### config.mk
export PLATFORM = sky130hd
export DESIGN_NAME = spi_addr_slave
export DESIGN_NICKNAME = d
export VERILOG_FILES = /design/src/rtl/spi_as_pkg.sv /design/src/rtl/spi_as_shift.sv /design/src/rtl/spi_as_filter.sv /design/src/rtl/spi_as_rx_fifo.sv /design/src/rtl/spi_addr_slave.sv
export SDC_FILE = /design/constraint.sdc
export NUM_CORES = 1
export LEC_CHECK = 0
export ABC_AREA = 1
export ABC_CLOCK_PERIOD_IN_PS = 3700
export CAP_MARGIN = 20
export CORE_ASPECT_RATIO = 0.75
export CORE_UTILIZATION = 58
export CTS_CLUSTER_DIAMETER = 120
export DETAILED_ROUTE_END_ITERATION = 12
export PLACE_DENSITY_LB_ADDON = 0.25
export SETUP_SLACK_MARGIN = 0.1
export SYNTH_ARGS = -nofsm -noshare
export SYNTH_HDL_FRONTEND = slang
export SYNTH_SLANG_ARGS = --single-unit
### constraint.sdc
create_clock -name clk_i -period 3.7 [get_ports clk_i]
set_clock_uncertainty 0.05 [all_clocks]
set_input_delay 0.74 -clock clk_i [delete_from_list [all_inputs] [get_ports clk_i]]
set_output_delay 0.74 -clock clk_i [all_outputs]
set_load 0.01 [all_outputs]
### src/rtl/spi_as_pkg.sv
package spi_as_pkg;
  typedef enum logic [1:0] {
    AM_MASK  = 2'd0,
    AM_PAIR  = 2'd1,
    AM_RANGE = 2'd2,
    AM_RSVD  = 2'd3
  } amode_e;
endpackage

### src/rtl/spi_as_shift.sv
module spi_as_shift #(
  parameter int unsigned CHAR_W = 9
) (
  input  logic              clk_i,
  input  logic              rst_ni,
  input  logic              en_i,
  input  logic              len_max_i,
  input  logic              preload_i,
  input  logic              sck_i,
  input  logic              mosi_i,
  input  logic              ss_ni,
  input  logic              tx_wr_i,
  input  logic [CHAR_W-1:0] tx_data_i,
  output logic              miso_o,
  output logic              ss_fall_o,
  output logic              char_vld_o,
  output logic [CHAR_W-1:0] char_o
);
  localparam int unsigned CNT_W = $clog2(CHAR_W + 1);
  localparam logic [CHAR_W-1:0] SHORT_MASK = {1'b0, {(CHAR_W-1){1'b1}}};

  logic              sck_q, ss_q;
  logic [CNT_W-1:0]  bit_cnt;
  logic [CHAR_W-1:0] rx_sr, tx_sr, hold_q;
  logic              hold_vld, load_pend;
  logic              active, sck_rise, sck_fall, last_bit;
  logic [CHAR_W-1:0] rx_next;

  assign active    = en_i & ~ss_ni;
  assign sck_rise  = active & sck_i & ~sck_q;
  assign sck_fall  = active & ~sck_i & sck_q;
  assign ss_fall_o = ss_q & ~ss_ni;
  assign last_bit  = (bit_cnt == (len_max_i ? CNT_W'(CHAR_W-1) : CNT_W'(CHAR_W-2)));
  assign rx_next   = {rx_sr[CHAR_W-2:0], mosi_i};
  assign miso_o    = len_max_i ? tx_sr[CHAR_W-1] : tx_sr[CHAR_W-2];

  always_ff @(posedge clk_i or negedge rst_ni) begin
    if (!rst_ni) begin
      sck_q <= 1'b0;
      ss_q  <= 1'b1;
    end else begin
      sck_q <= sck_i;
      ss_q  <= ss_ni;
    end
  end

  // receive side
  always_ff @(posedge clk_i or negedge rst_ni) begin
    if (!rst_ni) begin
      bit_cnt    <= '0;
      rx_sr      <= '0;
      char_vld_o <= 1'b0;
      char_o     <= '0;
    end else begin
      char_vld_o <= 1'b0;
      if (ss_ni) begin
        bit_cnt <= '0;
      end else if (sck_rise) begin
        rx_sr <= rx_next;
        if (last_bit) begin
          bit_cnt    <= '0;
          char_vld_o <= 1'b1;
          char_o     <= len_max_i ? rx_next : (rx_next & SHORT_MASK);
        end else begin
          bit_cnt <= bit_cnt + 1'b1;
        end
      end
    end
  end

  // transmit side
  always_ff @(posedge clk_i or negedge rst_ni) begin
    if (!rst_ni) begin
      tx_sr     <= '0;
      hold_q    <= '0;
      hold_vld  <= 1'b0;
      load_pend <= 1'b0;
    end else begin
      if (ss_fall_o && hold_vld) begin
        tx_sr    <= hold_q;
        hold_vld <= 1'b0;
      end else if (sck_fall) begin
        if (load_pend) begin
          tx_sr     <= hold_vld ? hold_q : '0;
          hold_vld  <= 1'b0;
          load_pend <= 1'b0;
        end else begin
          tx_sr <= {tx_sr[CHAR_W-2:0], 1'b0};
        end
      end
      if (sck_rise && last_bit) load_pend <= 1'b1;
      if (ss_ni) load_pend <= 1'b0;
      if (tx_wr_i) begin
        if (preload_i && ss_ni) begin
          tx_sr <= tx_data_i;
        end else begin
          hold_q   <= tx_data_i;
          hold_vld <= 1'b1;
        end
      end
    end
  end
endmodule

### src/rtl/spi_as_filter.sv
module spi_as_filter
  import spi_as_pkg::*;
#(
  parameter int unsigned ADDR_W = 8
) (
  input  logic              clk_i,
  input  logic              rst_ni,
  input  logic              ss_idle_i,
  input  logic              char_vld_i,
  input  logic [ADDR_W-1:0] addr_i,
  input  logic              addr_frame_i,
  input  logic [1:0]        amode_i,
  input  logic [ADDR_W-1:0] addr_a_i,
  input  logic [ADDR_W-1:0] addr_b_i,
  input  logic              rx_en_i,
  output logic              push_o
);
  logic first_q, drop_q, hit;
  amode_e mode;

  assign mode = amode_e'(amode_i);

  always_comb begin
    unique case (mode)
      AM_MASK:  hit = (((addr_i ^ addr_a_i) & ~addr_b_i) == '0);
      AM_PAIR:  hit = (addr_i == addr_a_i) || (addr_i == addr_b_i);
      AM_RANGE: hit = (addr_i <= addr_a_i) && (addr_i >= addr_b_i);
      default:  hit = 1'b0;
    endcase
  end

  assign push_o = char_vld_i & rx_en_i & ((addr_frame_i & first_q) ? hit : ~drop_q);

  always_ff @(posedge clk_i or negedge rst_ni) begin
    if (!rst_ni) begin
      first_q <= 1'b1;
      drop_q  <= 1'b0;
    end else if (ss_idle_i) begin
      first_q <= 1'b1;
      drop_q  <= 1'b0;
    end else if (char_vld_i) begin
      if (addr_frame_i && first_q) drop_q <= ~hit;
      first_q <= 1'b0;
    end
  end
endmodule

### src/rtl/spi_as_rx_fifo.sv
module spi_as_rx_fifo #(
  parameter int unsigned W     = 9,
  parameter int unsigned DEPTH = 2
) (
  input  logic         clk_i,
  input  logic         rst_ni,
  input  logic         flush_i,
  input  logic         push_i,
  input  logic [W-1:0] data_i,
  input  logic         pop_i,
  output logic [W-1:0] data_o,
  output logic         valid_o,
  output logic         ovf_o
);
  localparam int unsigned PTR_W = (DEPTH > 1) ? $clog2(DEPTH) : 1;
  localparam int unsigned CNT_W = $clog2(DEPTH + 1);

  logic [W-1:0]     mem [DEPTH];
  logic [PTR_W-1:0] rd_ptr, wr_ptr;
  logic [CNT_W-1:0] cnt;
  logic             full, do_pop, do_push;

  function automatic logic [PTR_W-1:0] nxt(input logic [PTR_W-1:0] p);
    return (p == PTR_W'(DEPTH-1)) ? '0 : p + 1'b1;
  endfunction

  assign full    = (cnt == CNT_W'(DEPTH));
  assign valid_o = (cnt != '0);
  assign do_pop  = pop_i & valid_o;
  assign do_push = push_i & (~full | do_pop);
  assign data_o  = mem[rd_ptr];

  always_ff @(posedge clk_i) begin
    if (do_push && !flush_i) mem[wr_ptr] <= data_i;
  end

  always_ff @(posedge clk_i or negedge rst_ni) begin
    if (!rst_ni) begin
      rd_ptr <= '0;
      wr_ptr <= '0;
      cnt    <= '0;
      ovf_o  <= 1'b0;
    end else if (flush_i) begin
      rd_ptr <= '0;
      wr_ptr <= '0;
      cnt    <= '0;
      ovf_o  <= 1'b0;
    end else begin
      if (do_push) wr_ptr <= nxt(wr_ptr);
      if (do_pop)  rd_ptr <= nxt(rd_ptr);
      if (push_i && !do_push) ovf_o <= 1'b1;
      unique case ({do_push, do_pop})
        2'b10:   cnt <= cnt + 1'b1;
        2'b01:   cnt <= cnt - 1'b1;
        default: cnt <= cnt;
      endcase
    end
  end
endmodule

### src/rtl/spi_addr_slave.sv
module spi_addr_slave #(
  parameter int unsigned CHAR_W      = 9,
  parameter int unsigned ADDR_W      = 8,
  parameter int unsigned RX_DEPTH    = 2,
  parameter int unsigned SYNC_CYCLES = 2
) (
  input  logic              clk_i,
  input  logic              rst_ni,
  input  logic              core_en_i,
  input  logic [2:0]        chsize_i,
  input  logic              addr_frame_i,
  input  logic [1:0]        amode_i,
  input  logic [ADDR_W-1:0] addr_a_i,
  input  logic [ADDR_W-1:0] addr_b_i,
  input  logic              preload_en_i,
  input  logic              ss_wake_en_i,
  input  logic              rx_en_wr_i,
  input  logic              rx_en_wdata_i,
  output logic              rx_en_o,
  output logic              rx_busy_o,
  input  logic              tx_wr_i,
  input  logic [CHAR_W-1:0] tx_data_i,
  input  logic              rx_rd_i,
  output logic [CHAR_W-1:0] rx_data_o,
  output logic              rx_valid_o,
  output logic              rx_ovf_o,
  output logic              wake_o,
  input  logic              sck_i,
  input  logic              mosi_i,
  input  logic              ss_ni,
  output logic              miso_o
);
  localparam int unsigned SYNC_W = $clog2(SYNC_CYCLES + 1);

  logic              len_max, ss_fall, char_vld, push, flush;
  logic [CHAR_W-1:0] char_d;
  logic [SYNC_W-1:0] sync_cnt;

  assign len_max = (chsize_i == 3'd1);
  assign flush   = rx_en_wr_i & ~rx_en_wdata_i;

  // receiver enable with pending state while core runs
  always_ff @(posedge clk_i or negedge rst_ni) begin
    if (!rst_ni) begin
      rx_en_o   <= 1'b0;
      rx_busy_o <= 1'b0;
      sync_cnt  <= '0;
    end else if (rx_en_wr_i) begin
      if (!rx_en_wdata_i) begin
        rx_en_o   <= 1'b0;
        rx_busy_o <= 1'b0;
      end else if (!core_en_i) begin
        rx_en_o   <= 1'b1;
        rx_busy_o <= 1'b0;
      end else if (!rx_en_o && !rx_busy_o) begin
        rx_busy_o <= 1'b1;
        sync_cnt  <= SYNC_W'(SYNC_CYCLES - 1);
      end
    end else if (rx_busy_o) begin
      if (sync_cnt == '0) begin
        rx_busy_o <= 1'b0;
        rx_en_o   <= 1'b1;
      end else begin
        sync_cnt <= sync_cnt - 1'b1;
      end
    end
  end

  always_ff @(posedge clk_i or negedge rst_ni) begin
    if (!rst_ni) wake_o <= 1'b0;
    else         wake_o <= ss_wake_en_i & ss_fall;
  end

  spi_as_shift #(.CHAR_W(CHAR_W)) u_shift (
    .clk_i      (clk_i),
    .rst_ni     (rst_ni),
    .en_i       (core_en_i),
    .len_max_i  (len_max),
    .preload_i  (preload_en_i),
    .sck_i      (sck_i),
    .mosi_i     (mosi_i),
    .ss_ni      (ss_ni),
    .tx_wr_i    (tx_wr_i),
    .tx_data_i  (tx_data_i),
    .miso_o     (miso_o),
    .ss_fall_o  (ss_fall),
    .char_vld_o (char_vld),
    .char_o     (char_d)
  );

  spi_as_filter #(.ADDR_W(ADDR_W)) u_filter (
    .clk_i        (clk_i),
    .rst_ni       (rst_ni),
    .ss_idle_i    (ss_ni),
    .char_vld_i   (char_vld),
    .addr_i       (char_d[ADDR_W-1:0]),
    .addr_frame_i (addr_frame_i),
    .amode_i      (amode_i),
    .addr_a_i     (addr_a_i),
    .addr_b_i     (addr_b_i),
    .rx_en_i      (rx_en_o),
    .push_o       (push)
  );

  spi_as_rx_fifo #(.W(CHAR_W), .DEPTH(RX_DEPTH)) u_fifo (
    .clk_i   (clk_i),
    .rst_ni  (rst_ni),
    .flush_i (flush),
    .push_i  (push),
    .data_i  (char_d),
    .pop_i   (rx_rd_i),
    .data_o  (rx_data_o),
    .valid_o (rx_valid_o),
    .ovf_o   (rx_ovf_o)
  );
endmodule

# Yosys cells after proc, flatten, opt, wreduce, memory -nomap -nowiden
# Memories as Yosys holds them, arrays and structs flattened.
# Index checks and enable logic that the tools add are counted.
dict set report totals {
  register_bits 56
  mem_bits_rw 18
  in_bits 43
  output_inout_bits 15
  memories 1
}
# name words word_bits rd rd_ports_with_merged_regs write_ports line
set memory_table {}
lappend memory_table {u_fifo.mem 2 9 1 0 1 spi_as_rx_fifo.sv:18} ;# logic [W-1:0] mem [DEPTH];
dict set report op_classes {
  muxes 60
  order_cmp 2
  n_bitwise 25
  n_reduce_logical 34
  eq_ne 16
  add_sub_neg 6
}
# op n
set ops {}
lappend ops {{$mux W9} 7}
lappend ops {{$mux W1} 40}
lappend ops {{$reduce_bool A2 Y1} 9}
lappend ops {{$eq A8 B8 Y1} 2}
lappend ops {{$mux W4} 4}
lappend ops {{$mux W2} 7}
lappend ops {{$and A1 B1 Y1} 13}
lappend ops {{$and A8 B8 Y8} 1}
lappend ops {{$ge A8 B8 Y1} 1}
lappend ops {{$le A8 B8 Y1} 1}
lappend ops {{$logic_and A1 B1 Y1} 8}
lappend ops {{$logic_not A8 Y1} 1}
lappend ops {{$not A1 Y1} 8}
lappend ops {{$not A8 Y8} 1}
lappend ops {{$reduce_and A2 Y1} 4}
lappend ops {{$xor A8 B8 Y8} 1}
lappend ops {{$eq A2 B2 Y1 const B} 3}
lappend ops {{$ne A3 B3 Y1 const B} 2}
lappend ops {{$reduce_and A3 Y1} 2}
lappend ops {{$reduce_bool A3 Y1} 2}
lappend ops {{$reduce_and A5 Y1} 1}
lappend ops {{$add A4 B1 Y4 const B} 1}
lappend ops {{$eq A2 B1 Y1 const B} 2}
lappend ops {{$eq A4 B4 Y1} 1}
lappend ops {{other kinds (13)} 21}

# Logic depth before layout (Yosys ltp)
dict set report depth {
  ltp_word 11
  ltp_mapped 18
  ltp_nobuf 18
}

# By module
# From an unflattened synthesis, not the netlist that was laid out.
dict set report unflattened {
  cells_unflattened 491
  hier_area_um2 4056.4
}
# mod instances area_each_um2 cells_per_inst seq_area_each_um2
set by_module_without_submodules {}
lappend by_module_without_submodules {spi_as_shift 1 2154.6 252 1102.3}
lappend by_module_without_submodules {spi_as_rx_fifo 1 969.7 90 665.6}
lappend by_module_without_submodules {spi_as_filter 1 661.9 113 51.3}
lappend by_module_without_submodules {spi_addr_slave 1 270.3 36 125.1}

# Worst setup path after synthesis
# No wires, ideal clock.
dict set report synth_path {
  path_kind {input to register}
  start {input addr_a_i[7]}
  end {memory u_fifo.mem[1][0], enable pin}
  setup_ns 0.387
  arrival_ns 2.444
  t_required_ns 3.263
  path_stages 12
  slack_ns 0.819
  n_path_buf 0
  cell_sequence {inv_1 > ha_1 > nand2_1 > nor2_1 > nand4_1 > nand2_1 > nand2_1 > nand2_1 > inv_2 > nand3_2 > o211ai_1 > nor3_1}
}
dict set report synth_between {
  elab_chain_cells 10
  elab_cells_between_ends 14
}
# element line
set synth_rtl {}
lappend synth_rtl {{start: declaration} spi_addr_slave.sv:13} ;# input logic [ADDR_W-1:0] addr_a_i,
lappend synth_rtl {{branches (longest 3 deep; another with $le A8 B8 Y1)} -}
lappend synth_rtl {{$pmux W1 S3 *} spi_as_filter.sv:24} ;# unique case (mode)
lappend synth_rtl {{$mux W1 *} spi_as_filter.sv:32} ;# assign push_o = char_vld_i & rx_en_i & ((addr_frame_i & first_q) ? hit : ~drop_q);
lappend synth_rtl {{$and A1 B1 Y1 *} spi_as_filter.sv:32}
lappend synth_rtl {{$and A1 B1 Y1 *} spi_as_rx_fifo.sv:30} ;# assign do_push = push_i & (~full | do_pop);
lappend synth_rtl {{$logic_and A1 B1 Y1 *} spi_as_rx_fifo.sv:34} ;# if (do_push && !flush_i) mem[wr_ptr] <= data_i;
lappend synth_rtl {{$mux W1 *} spi_as_rx_fifo.sv:34}
lappend synth_rtl {{$mux W1 (not written as such) *} spi_as_rx_fifo.sv:34}
lappend synth_rtl {{end: declaration} spi_as_rx_fifo.sv:18}
# Mark *: on every way between the ends.

# Final worst setup path
dict set report layout_path {
  start {input chsize_i[0]}
  end {output miso_o}
}
dict set report layout_between {
  elab_chain_cells 2
}
# element line
set layout_rtl {}
lappend layout_rtl {{start: declaration} spi_addr_slave.sv:10} ;# input logic [2:0] chsize_i,
lappend layout_rtl {{$eq A3 B1 Y1} spi_addr_slave.sv:39} ;# assign len_max = (chsize_i == 3'd1);
lappend layout_rtl {{$mux W1} spi_as_shift.sv:35} ;# assign miso_o = len_max_i ? tx_sr[CHAR_W-1] : tx_sr[CHAR_W-2];
lappend layout_rtl {{end: declaration} spi_addr_slave.sv:31} ;# output logic miso_o
# No other way between the ends.

==> summary.md <==
| Metric | Value |
|---|---|
| Outcome | `finished, final reports clean` |
| Min Hold Slack | `415.7 ps` |
| Xor and xnor area share after synthesis | `0.4653%` |
| Combinational Power Share | `approximately a fifth` |
| Yosys reg bits | `74` |
| Starting density of the core | `59.88%` |
| Worst-margin pin slew | `697.8 ps` |
| Worst vdd ir | `roughly 0.00034 V` |
| Clk root buf | `clkbuf_8` |
| Pwr dens | `roughly 440 nW/um2` |
| Setup Fix Bufs, Post-CTS | `0` |
| NetSw | `just under 0.6 mW` |
| Max-slew violations | `0` |
| Hold Crit Class | `flip-flop to flip-flop` |
| Routability Congestion | `roughly 0.85` |
| Simple-gate share of the synthesized area | `roughly 21%` |
| Pin count of the biggest net entering global routing | `57` |
| Synth cell types | `41` |
| Worst-Skew Late Latency | `350 ps` |
| Cell Int Power | `1.439 mW` |
| Crit-path cells | `clkdlybuf4s50_1 > inv_1 > nor3_2 > nand2_1 > o21ai_0 > clkdlybuf4s50_1` |
| Core footprint | `roughly 6300 um2` |
| Switch share | `approximately 30%` |
| Total global-route track usage | `26.28%` |
| Static leakage | `between 2 and 2.5 nW` |
| Router iterations before antenna repair | `4` |
| Leading cell type in the layout, fill and taps excluded | `nand2_1` |
| Top cell by count, worst path | `clkdlybuf4s50_1` |
| Routed Wire Length | `between 8000 and 9000 um` |
| Setup Crit Path Kind | `input port to primary output` |
| Vias in the first global route | `about 2.8k` |
| DRC violation total after the first TritonRoute iteration | `259` |
| Final setup viols | `0` |
| # DRC | `0` |
| Register share of total power | `~47%` |
| Routed len/inst | `14.04 um` |
| Crit path max fanout | `4` |
| Cell Area, Synth | `about 3800 um2` |
| Die area | `6821 um2` |
| Setup crit start kind | `input port` |
| Flip-flop and latch area | `1944 um2` |
| RSZ-0062 raised after global routing | `no` |
| Slew headroom | `around 53%` |
| Hold Vio Cnt, Final | `0` |
| Number of synthesized flops with an enable pin | `18` |
| Fin Setup TNS | `0 ps` |
| Critical-path top delay cell | `clkdlybuf4s50_1` |
| Clk slew on worst S/H paths | `about 70 ps` |
| Share of cells above drive strength 1 | `9.879%` |
| Synth Instances | `roughly 430` |
| Worst path max stage delay | `around 600 ps` |
| Fillers | `~460` |
| Top Family by Delay on Critical Path | `buffers and inverters` |
| Grt ovf | `0` |
| Required @ worst endpoint | `about 2900 ps` |
| Sequential area share after synthesis | `just over 50%` |
| Buf/Inv on CP | `3` |
| Hold Buf Count CTS | `0` |
| Ys Warns | `0` |
| Clock sinks | `74` |
| Max clock buf depth | `2` |
| Initial antenna violation count | `0` |
| CP endpoint kind | `primary output` |
| Avg Cell Area, Syn | `~9 um2` |
| Num CTS Buffers | `9` |
| Max_cap viols | `0` |
| Syn-to-layout area delta | `22.86%` |
| Clock power share | `31.5%` |
| CTS tree | `done` |
| Most frequent cells in the layout | `nand2_1, inv_1, clkdlybuf4s50_1` |
| Area fraction in compound gates after synthesis | `11.86%` |
| Peak Freq | `324.1 MHz` |
| Worst Slack Setup Final | `roughly 610 ps` |
| Post-layout minimum cycle time | `between 3000 and 4000 ps` |
| Buffers on Ports | `57` |
| Die W | `around 95 um` |
| Total power | `just over 2 mW` |
| Core Rows | `25` |
| Top FF cell, synth | `dfrtp_1` |
| Post-synth ARST share | `roughly three quarters` |
| Multi-input logic area | `1524 um2` |
| Adder-cell share of the synthesized area | `under 10%` |
| Nets | `between 500 and 600` |
| Drt via density | `about 5.4` |
| DPL Wire Length | `~6000 um` |
| Syn nets | `between 400 and 500` |
| Dpl ws | `593.1 ps` |
| Diode count | `0` |
| Antenna Nets Post-Route | `0` |
| H-tree depth | `3` |
| Tcrit/Tclk final | `a little over four fifths` |
| CTS resizes | `0` |
| IO Pins | `58` |
| First-pass GRT wire length | `roughly 13000 um` |
| Largest family of logic cells by synthesized area | `simple AND/OR/NAND/NOR gates` |
| Via Count | `3088` |
| Post-synthesis mux area share | `under 10%` |
| CP arrival | `roughly 2300 ps` |
| Die Span Y | `approximately 70 um` |
==> stage by stage <==
stage / cell area, um2 / utilization, % / std cells
3_3_place_gp: 4419 / 70.29 / 561
4_1_cts: 4626 / 73.57 / 577
2_1_floorplan: 3765 / - / 427
6_report: 4626 / 73.57 / 577
3_5_place_dp: 4419 / 70.29 / 561
5_1_grt: 4626 / 73.57 / 577
==> flip-flops by register name (all words and copies together) (netlist names), 2 cells and up <==
| name | flops |
|---|---|
| sync_cnt | 2 |
| u_fifo.cnt | 2 |
| u_fifo.mem | 18 |
| u_shift.bit_cnt | 4 |
| u_shift.char_o | 9 |
| u_shift.hold_q | 9 |
| u_shift.rx_sr | 8 |
| u_shift.tx_sr | 9 |
==> final timing paths <==
check / start / endpoint / slack, ps / cells after the start
min: u_filter.first_q / u_filter.first_q / 420 / 2
max in group asynchronous: rst_ni / u_shift.char_o[4] / 2670 / 2
min reg2reg: u_filter.first_q / u_filter.first_q / 420 / 2
max: chsize_i[0] / miso_o / 610 / 6
min in group asynchronous: rst_ni / sync_cnt[0] / 460 / 2
max reg2reg: u_shift.char_o[7] / u_fifo.mem[1][4] / 1290 / 12
==> worst register-to-register path, cell delays in order (launching register included) <==
cell and delay (ps):
dfrtp_1 480, ha_1 360, nand2_1 80, nor2_1 160
nand4_1 140, nand2_1 80, nand2_1 50, nand2_1 70
inv_2 50, nand3_2 80, o211ai_1 140, nor3_1 180
buf_4 210
==> cell usage after synthesis, types with 2 or more instances <==
cell       count  share of area [%]
nand2_1      121                 12
inv_1         61                6.1
dfrtp_1       54                 36
nor2_1        29                2.9
o21ai_0       22                2.9
edfxtp_1      18                 14
ha_1          18                6.0
a21oi_1       14                1.9
nand3_1       13                1.7
nor3_1         9                1.2
inv_2          7               0.70
o21ai_2        7                1.6
a31oi_1        5               0.83
clkbuf_1       5               0.50
mux2_2         5                1.5
nand4_1        5               0.83
o2111ai_1      5                1.2
a22oi_1        2               0.40
a311oi_1       2               0.47
dfstp_2        2                1.4
o31ai_1        2               0.40
xor2_1         2               0.47
==> layer usage <==
layer	GRT usage, %	share of wire [%]	wire, um
met1	37.14	47	3769
met2	40.13	45	3653
met3	7.431	6.8	554
met4	7.071	1.5	121
met5	0	0	0
==> power groups by stage <==
stage / logic (mW) / clock network [mW] / registers (mW)
floorplan: 0.243 / 0 / 0.959
global placement: 0.410 / 0 / 0.974
detailed placement: 0.429 / 0 / 0.978
CTS: 0.431 / 0.652 / 0.962
global route: 0.482 / 0.686 / 0.972
finish: 0.430 / 0.639 / 0.963
==> cell type report <==
type	count	area share, %
repair buffers	60	12.71
flip-flops and latches	74	42.03
well taps	81	2.191
multi-input cells	277	32.95
inverters	69	5.653
clock inverters	4	0.6221
clock buffers	12	3.841
==> kinds of logic after synthesis <==
family / after synthesis
adders and majority gates: 18
and+or+nand+nor: 183
muxes: 5
xor gates and xnor gates: 2
DFF: 74
AOI/OAI and AO/OA: 69
buffers and inverters: 76
Power figures use the tool's default switching activity.
